File: config.mk
export PLATFORM = sky130hd
export DESIGN_NAME = wait_cost_calc
export DESIGN_NICKNAME = d
export VERILOG_FILES = /design/src/rtl/wsc_pkg.sv /design/src/rtl/wsc_region_decode.sv /design/src/rtl/wsc_cart_cost.sv /design/src/rtl/wsc_fixed_cost.sv /design/src/rtl/wait_cost_calc.sv
export SDC_FILE = /design/constraint.sdc
export NUM_CORES = 1
export LEC_CHECK = 0
export ABC_AREA = 0
export ABC_CLOCK_PERIOD_IN_PS = 2050
export CAP_MARGIN = 10
export CORE_MARGIN = 3
export CORE_UTILIZATION = 37
export DETAILED_ROUTE_END_ITERATION = 16
export PLACE_DENSITY_LB_ADDON = 0.25
export SYNTH_ARGS = -nofsm -noshare
export SYNTH_HDL_FRONTEND = slang
export SYNTH_SLANG_ARGS = --single-unit
File: constraint.sdc
create_clock -name clk -period 2.05 [get_ports clk]
set_input_delay 0.5125 -clock clk [delete_from_list [all_inputs] [get_ports clk]]
set_output_delay 0.5125 -clock clk [all_outputs]
set_load 0.1 [all_outputs]
File: src/rtl/wsc_pkg.sv
package wsc_pkg;

  typedef enum logic [2:0] {
    RC_NONE  = 3'd0,
    RC_XRAM  = 3'd1,
    RC_VIDEO = 3'd2,
    RC_CART  = 3'd3,
    RC_UNSUP = 3'd4
  } region_class_e;

  // Width code: bit 1 set means a word (the spare code 11 included).
  function automatic logic width_is_word(input logic [1:0] code);
    return code[1];
  endfunction

endpackage

File: src/rtl/wsc_region_decode.sv
module wsc_region_decode
  import wsc_pkg::*;
#(
  parameter int unsigned REGION_W  = 8,
  parameter int unsigned XRAM_CODE = 2,
  parameter int unsigned VIDEO_LO  = 5,
  parameter int unsigned VIDEO_HI  = 7,
  parameter int unsigned CART_LO   = 8,
  parameter int unsigned CART_HI   = 9,
  parameter int unsigned UNSUP_LO  = 10,
  parameter int unsigned UNSUP_HI  = 13
) (
  input  logic [REGION_W-1:0] region,
  output region_class_e       cls
);

  localparam int unsigned CODE_MAX = (1 << REGION_W) - 1;

  int unsigned code;

  always_comb begin
    code = int'(region);
    if (code > CODE_MAX)
      cls = RC_NONE;
    else if (code == XRAM_CODE)
      cls = RC_XRAM;
    else if (code >= VIDEO_LO && code <= VIDEO_HI)
      cls = RC_VIDEO;
    else if (code >= CART_LO && code <= CART_HI)
      cls = RC_CART;
    else if (code >= UNSUP_LO && code <= UNSUP_HI)
      cls = RC_UNSUP;
    else
      cls = RC_NONE;
  end

endmodule

File: src/rtl/wsc_cart_cost.sv
module wsc_cart_cost #(
  parameter int unsigned CYC_W        = 5,
  parameter int unsigned FIRST_SEL_W  = 2,
  parameter int unsigned SECOND_SEL_W = 1,
  parameter int unsigned FIRST_COST  [2**FIRST_SEL_W]  = '{4, 3, 2, 8},
  parameter int unsigned SECOND_COST [2**SECOND_SEL_W] = '{2, 1}
) (
  input  logic                    seq,
  input  logic                    is_word,
  input  logic [FIRST_SEL_W-1:0]  first_sel,
  input  logic [SECOND_SEL_W-1:0] second_sel,
  output logic [CYC_W-1:0]        cost
);

  localparam int unsigned FIRST_N  = 2**FIRST_SEL_W;
  localparam int unsigned SECOND_N = 2**SECOND_SEL_W;

  logic [CYC_W-1:0] first_tbl  [FIRST_N];
  logic [CYC_W-1:0] second_tbl [SECOND_N];

  for (genvar i = 0; i < FIRST_N; i++) begin : g_first
    assign first_tbl[i] = CYC_W'(FIRST_COST[i]);
  end

  for (genvar j = 0; j < SECOND_N; j++) begin : g_second
    assign second_tbl[j] = CYC_W'(SECOND_COST[j]);
  end

  logic [CYC_W-1:0] first_c;
  logic [CYC_W-1:0] second_c;

  assign first_c  = first_tbl[first_sel];
  assign second_c = second_tbl[second_sel];

  always_comb begin
    if (!seq)
      cost = is_word ? (first_c + second_c) : first_c;
    else
      cost = is_word ? (second_c + second_c) : second_c;
  end

endmodule

File: src/rtl/wsc_fixed_cost.sv
module wsc_fixed_cost
  import wsc_pkg::*;
#(
  parameter int unsigned CYC_W        = 5,
  parameter int unsigned XRAM_WORD    = 6,
  parameter int unsigned XRAM_NARROW  = 3,
  parameter int unsigned VID_WORD     = 2,
  parameter int unsigned VID_NARROW   = 1,
  parameter int unsigned DRAW_PENALTY = 1
) (
  input  region_class_e    cls,
  input  logic             is_word,
  input  logic             draw_active,
  output logic [CYC_W-1:0] cost
);

  logic [CYC_W-1:0] vid_base;
  logic [CYC_W-1:0] vid_extra;

  assign vid_base  = is_word ? CYC_W'(VID_WORD) : CYC_W'(VID_NARROW);
  assign vid_extra = draw_active ? CYC_W'(DRAW_PENALTY) : '0;

  always_comb begin
    unique case (cls)
      RC_XRAM:  cost = is_word ? CYC_W'(XRAM_WORD) : CYC_W'(XRAM_NARROW);
      RC_VIDEO: cost = vid_base + vid_extra;
      default:  cost = '0;
    endcase
  end

endmodule

File: src/rtl/wait_cost_calc.sv
module wait_cost_calc
  import wsc_pkg::*;
#(
  parameter int unsigned REGION_W     = 8,
  parameter int unsigned CYC_W        = 5,
  parameter int unsigned FIRST_SEL_W  = 2,
  parameter int unsigned SECOND_SEL_W = 1,
  parameter int unsigned FIRST_COST  [2**FIRST_SEL_W]  = '{4, 3, 2, 8},
  parameter int unsigned SECOND_COST [2**SECOND_SEL_W] = '{2, 1}
) (
  input  logic                    clk,
  input  logic                    rst,
  input  logic                    req_valid,
  input  logic [REGION_W-1:0]     req_region,
  input  logic                    req_seq,
  input  logic [1:0]              req_width,
  input  logic                    draw_active,
  input  logic [FIRST_SEL_W-1:0]  ws_first_sel,
  input  logic [SECOND_SEL_W-1:0] ws_second_sel,
  output logic                    rsp_valid,
  output logic [CYC_W-1:0]        rsp_cycles,
  output logic                    rsp_unsupported
);

  region_class_e    cls;
  logic             is_word;
  logic [CYC_W-1:0] cart_cost;
  logic [CYC_W-1:0] fixed_cost;
  logic [CYC_W-1:0] next_cycles;
  logic             next_unsup;

  assign is_word = width_is_word(req_width);

  wsc_region_decode #(
    .REGION_W (REGION_W)
  ) u_decode (
    .region (req_region),
    .cls    (cls)
  );

  wsc_cart_cost #(
    .CYC_W        (CYC_W),
    .FIRST_SEL_W  (FIRST_SEL_W),
    .SECOND_SEL_W (SECOND_SEL_W),
    .FIRST_COST   (FIRST_COST),
    .SECOND_COST  (SECOND_COST)
  ) u_cart (
    .seq        (req_seq),
    .is_word    (is_word),
    .first_sel  (ws_first_sel),
    .second_sel (ws_second_sel),
    .cost       (cart_cost)
  );

  wsc_fixed_cost #(
    .CYC_W (CYC_W)
  ) u_fixed (
    .cls         (cls),
    .is_word     (is_word),
    .draw_active (draw_active),
    .cost        (fixed_cost)
  );

  assign next_cycles = (cls == RC_CART) ? cart_cost : fixed_cost;
  assign next_unsup  = (cls == RC_UNSUP);

  always_ff @(posedge clk) begin
    if (rst) begin
      rsp_valid       <= 1'b0;
      rsp_cycles      <= '0;
      rsp_unsupported <= 1'b0;
    end else begin
      rsp_valid <= req_valid;
      if (req_valid) begin
        rsp_cycles      <= next_cycles;
        rsp_unsupported <= next_unsup;
      end
    end
  end

endmodule

==> results.txt <==
----------------------------------------------------
[Yosys]
  Netlist Area Pre-Place ... just over 600 µm²
  Complex-gate fraction of the synthesized area ... 14.88%
  Syn Inst Count ... between 70 and 80
  Average cell area after synthesis ... 8.296 µm²
  Number of flip-flops and latches in the synthesized netlist ... 7
  Nets in the synthesized netlist ... 101
  Combinational family with the most area after synthesis ... simple AND/OR/NAND/NOR gates
  Number of warnings issued by yosys ... 0
  Share of synthesized cell area in full adder, half adder and majority cells ... 21.90%
  Sequential area share after synthesis ... a little under a quarter
  Synthesized-area fraction occupied by xor and xnor cells ... 4.339%
  Area share of and/or/nand/nor cells after synthesis ... 24.59%
  Portion of netlist area occupied by mux cells ... between 4 and 5%
  Number of distinct library cells after synthesis ... 27

[Setup path]
  Critical path type ... primary input to flip-flop
  Critical Path RT ... roughly 2200 ps
  Slowest cell on the critical path ... sky130_fd_sc_hd__or4_4
  Series of cell instances along the critical path ... clkdlybuf4s50_1, or4_4, nor4b_4, o21ai_1, a311oi_1
  WP data arrival ... 2090 ps
  Largest stage delay on the critical path ... approximately 450 ps
  Worst-path maximum fanout ... 4
  Critical path depth in cells ... 5
  Setup crit start kind ... primary input
  Cell depth of the worst flop-to-flop path ... 3
  Worst path top cell family by delay ... simple AND/OR/NAND/NOR gates
  Worst setup EP type ... flip-flop
  Critical path buffer and inverter count ... 1

[STA]
  Worst Skew ... 0 ps
  Relative slew margins ... between 80% and 90%
  Unrepaired setup endpoints after global routing ... false
  Fraction of the cycle the final worst path needs ... ~94%
  Max-slew violation count ... 0
  Final-report hold violation count ... 0
  Max Clk Rate ... between 0.5 and 0.6 GHz
  Final worst path period need ... slightly below 2000 ps
  Total of endpoints with negative setup slack in the final report ... 0
  Actual transition at the worst max-transition pin ... around 290 ps

[Global route]
  Total Routing Usage GR ... 14.87%
  Global-route wire length before repair ... around 2300 µm
  Most congested layer reported by global routing ... met2
  Vias in the first global route ... around 570
  Largest net degree at the start of global routing ... 11
  Met2 GRT Util ... 25.82%
  Remaining Overflow, GRT ... 0
  Antenna violations before repair ... 0
  GR Util met1 ... 18.94%
  Fraction of met3 tracks used by global routing ... roughly 1.2%

[Clock tree]
  Root Buffer ... sky130_fd_sc_hd__clkbuf_4
  Number of H-tree levels ... 1
  Clock latency reported for the late side of the worst-skew pair ... ~240 ps
  Buffer count from post-CTS setup fixing ... 0
  Clock transition at path regs ... around 50 ps
  Clock tree from TritonCTS ... built
  Clock Sink Count ... 7
  Post-CTS Hold Fix Bufs ... 0
  Number of CTS-inserted buffers ... 3
  Maximum buffer depth of the clock tree ... 2

[Placed design]
  Placed Cells incl. Taps ... 115
  Final Wtd Congestion ... 0.7854
  Sum of net half-perimeters after detailed placement ... 1187 µm
  Input/output buffers ... 23
  Standard cell area after detailed placement ... 874.6 µm²

[Min path]
  Hold Crit Class ... flip-flop to flip-flop
  Cell count of the worst hold path ... 2

[Route]
  Average wire per standard cell ... approximately 12 µm
  Total iterations of the first detailed-routing run ... 2
  Post-DRT Antenna Nets ... 0
  Starting DRC count in detailed routing ... 2
  Final WL ... 1428 µm
  Via density per instance ... 4.966
  Via Count ... approximately 600
  DRC errors left ... 0

[Die]
  Top-level I/O count ... 25
  Area of the core region ... around 1400 µm²
  Rows ... 13
  Height of the die ... around 46 µm
  Total die area ... between 2000 and 2500 µm²
  Effective utilization at floorplan ... between 40% and 50%
  Die Span X ... between 40 and 50 µm

[Power]
  Sequential share of power ... between 30% and 40%
  Power share of the clock group ... 29.5%
  Part of the total power dissipated in combinational logic ... between 30% and 40%
  Cell Int Power ... 280.1 µW
  Leak Pwr ... around 0.00044 µW
  Switching power of the nets ... about 110 µW
  Switching power as a share of total power ... around 29%
  Cell area power density ... just over 400 nW/µm²
  Max rail drop VDD ... ~0.17 mV

[Finish]
  Final std cells w/o fill ... between 100 and 150
  Fraction of layout cells with a size suffix above 1 ... 25.96%
  Layout Area Growth over Synthesis ... 57.02%
  Final standard cell area without fillers ... approximately 950 µm²
  Count of antenna diodes in the layout ... 0
  Nets ... ~130

[Status]
  Result of the run ... completed

[Job]
  Max-cap check violation count ... 0

----------------------------------------------------
-- cell type report --
type,instances,area [µm²]
clock buffers,4,26.28
inverters,8,30.03
repair buffers,29,257.7
fillers,118,464.2
multi-input cells,56,478.0
flip-flops and latches,7,140.1
well taps,15,18.77
-- timing repair --
item	CTS	global route
gates resized for setup	8	11
endpoints found under the setup margin	4	3
pin swaps	4	7
-- layer usage --
layer / part of all wire [%] / wire length, µm
met1: 44 / 629
met2: 50 / 721
met3: 5.5 / 78
met4: 0 / 0
met5: 0 / 0
-- metrics by stage --
| stage | setup WS (ps) | util [%] | hold slack (ps) | setup TNS [ps] | total power [µW] |
|---|---|---|---|---|---|
| 3_5_place_dp | -545.3 | 61.80 | 455.3 | -1841 | 270.3 |
| 4_1_cts | 6.280 | 65.43 | 466.1 | 0 | 394.9 |
| 6_report | 113.7 | 67.20 | 457.8 | 0 | 393.8 |
| 3_3_place_gp | -500.6 | 61.80 | 447.6 | -1676 | 267.0 |
| 2_1_floorplan | 44.95 | - | 581.6 | 0 | 206.4 |
| 5_1_grt | 39.61 | 67.20 | 491.2 | 0 | 420.7 |
-- cell families after synthesis --
kind of cell             count (synthesis)
AND/OR/NAND/NOR                         26
buffers and inverters                   10
XOR/XNOR                                 3
AO/OA/AOI/OAI                           14
multiplexers                             3
adder cells (fa/ha/maj)                 10
flip-flops                               7
-- synthesized netlist by cell type --
cell                        n  area share, %
sky130_fd_sc_hd__o21ai_0    2            1.7
sky130_fd_sc_hd__inv_1      8            5.0
sky130_fd_sc_hd__xnor2_1    3            4.3
sky130_fd_sc_hd__nand4_1    1            1.0
sky130_fd_sc_hd__o211ai_1   1            1.2
sky130_fd_sc_hd__nor3_1     2            1.7
sky130_fd_sc_hd__nand2_1    7            4.3
sky130_fd_sc_hd__nor4b_4    1            3.9
sky130_fd_sc_hd__a211oi_1   1            1.2
sky130_fd_sc_hd__dfxtp_1    7             23
sky130_fd_sc_hd__or4_4      1            1.9
sky130_fd_sc_hd__o31ai_1    1            1.2
sky130_fd_sc_hd__nand3_1    1           0.83
sky130_fd_sc_hd__clkbuf_1   2            1.2
sky130_fd_sc_hd__fa_1       1            3.3
sky130_fd_sc_hd__and2_1     1            1.0
sky130_fd_sc_hd__nor2_1     6            3.7
sky130_fd_sc_hd__a311oi_1   1            1.4
sky130_fd_sc_hd__nand2b_1   3            3.1
sky130_fd_sc_hd__nor2b_1    2            2.1
sky130_fd_sc_hd__o2111ai_1  2            2.9
sky130_fd_sc_hd__or3_1      1            1.0
sky130_fd_sc_hd__a21oi_1    4            3.3
sky130_fd_sc_hd__ha_1       9             19
sky130_fd_sc_hd__a31oi_1    1            1.0
sky130_fd_sc_hd__o21ai_1    1           0.83
sky130_fd_sc_hd__mux2i_1    3            5.0
-- power by group through the flow --
| stage | sequential [µW] | combinational, µW | clock [µW] |
|---|---|---|---|
| after detailed placement | 142 | 128 | 0 |
| after floorplan | 159 | 47.6 | 0 |
| final | 140 | 138 | 116 |
| after CTS | 140 | 134 | 121 |
| after global placement | 142 | 125 | 0 |
| after global routing | 140 | 153 | 128 |
-- final timing paths --
check | start | slack (ps) | end
setup / recovery | req_region[7] | 110 | rsp_cycles[1]
hold / removal | rsp_cycles[3] | 460 | rsp_cycles[3]
setup reg to reg | rsp_cycles[0] | 1300 | rsp_cycles[0]
hold reg to reg | rsp_cycles[3] | 460 | rsp_cycles[3]
-- tightest hold or removal path, stage by stage, from the launching register on --
cell,delay [ps]
sky130_fd_sc_hd__dfxtp_1,320
sky130_fd_sc_hd__nand2_1,50
sky130_fd_sc_hd__o31ai_1,50
-- registers in the layout, indices dropped and copies added, names as in the netlist --
name             flops
rsp_cycles           5
rsp_valid            1
rsp_unsupported      1
-- placed cells by master (no fill, tap or decap), types with 3 or more instances in the layout --
master | synthesis | final
sky130_fd_sc_hd__dlymetal6s2s_1 | 0 | 4
sky130_fd_sc_hd__xnor2_1 | 3 | 3
sky130_fd_sc_hd__mux2i_1 | 3 | 3
sky130_fd_sc_hd__inv_1 | 8 | 6
sky130_fd_sc_hd__nor2_1 | 6 | 6
sky130_fd_sc_hd__ha_4 | 0 | 3
sky130_fd_sc_hd__nand2_1 | 7 | 7
sky130_fd_sc_hd__a21oi_1 | 4 | 4
sky130_fd_sc_hd__clkbuf_4 | 0 | 3
sky130_fd_sc_hd__clkdlybuf4s50_1 | 0 | 10
sky130_fd_sc_hd__buf_4 | 0 | 13
sky130_fd_sc_hd__ha_1 | 9 | 6
sky130_fd_sc_hd__dfxtp_1 | 7 | 7
(Power assumes the default switching activity.)
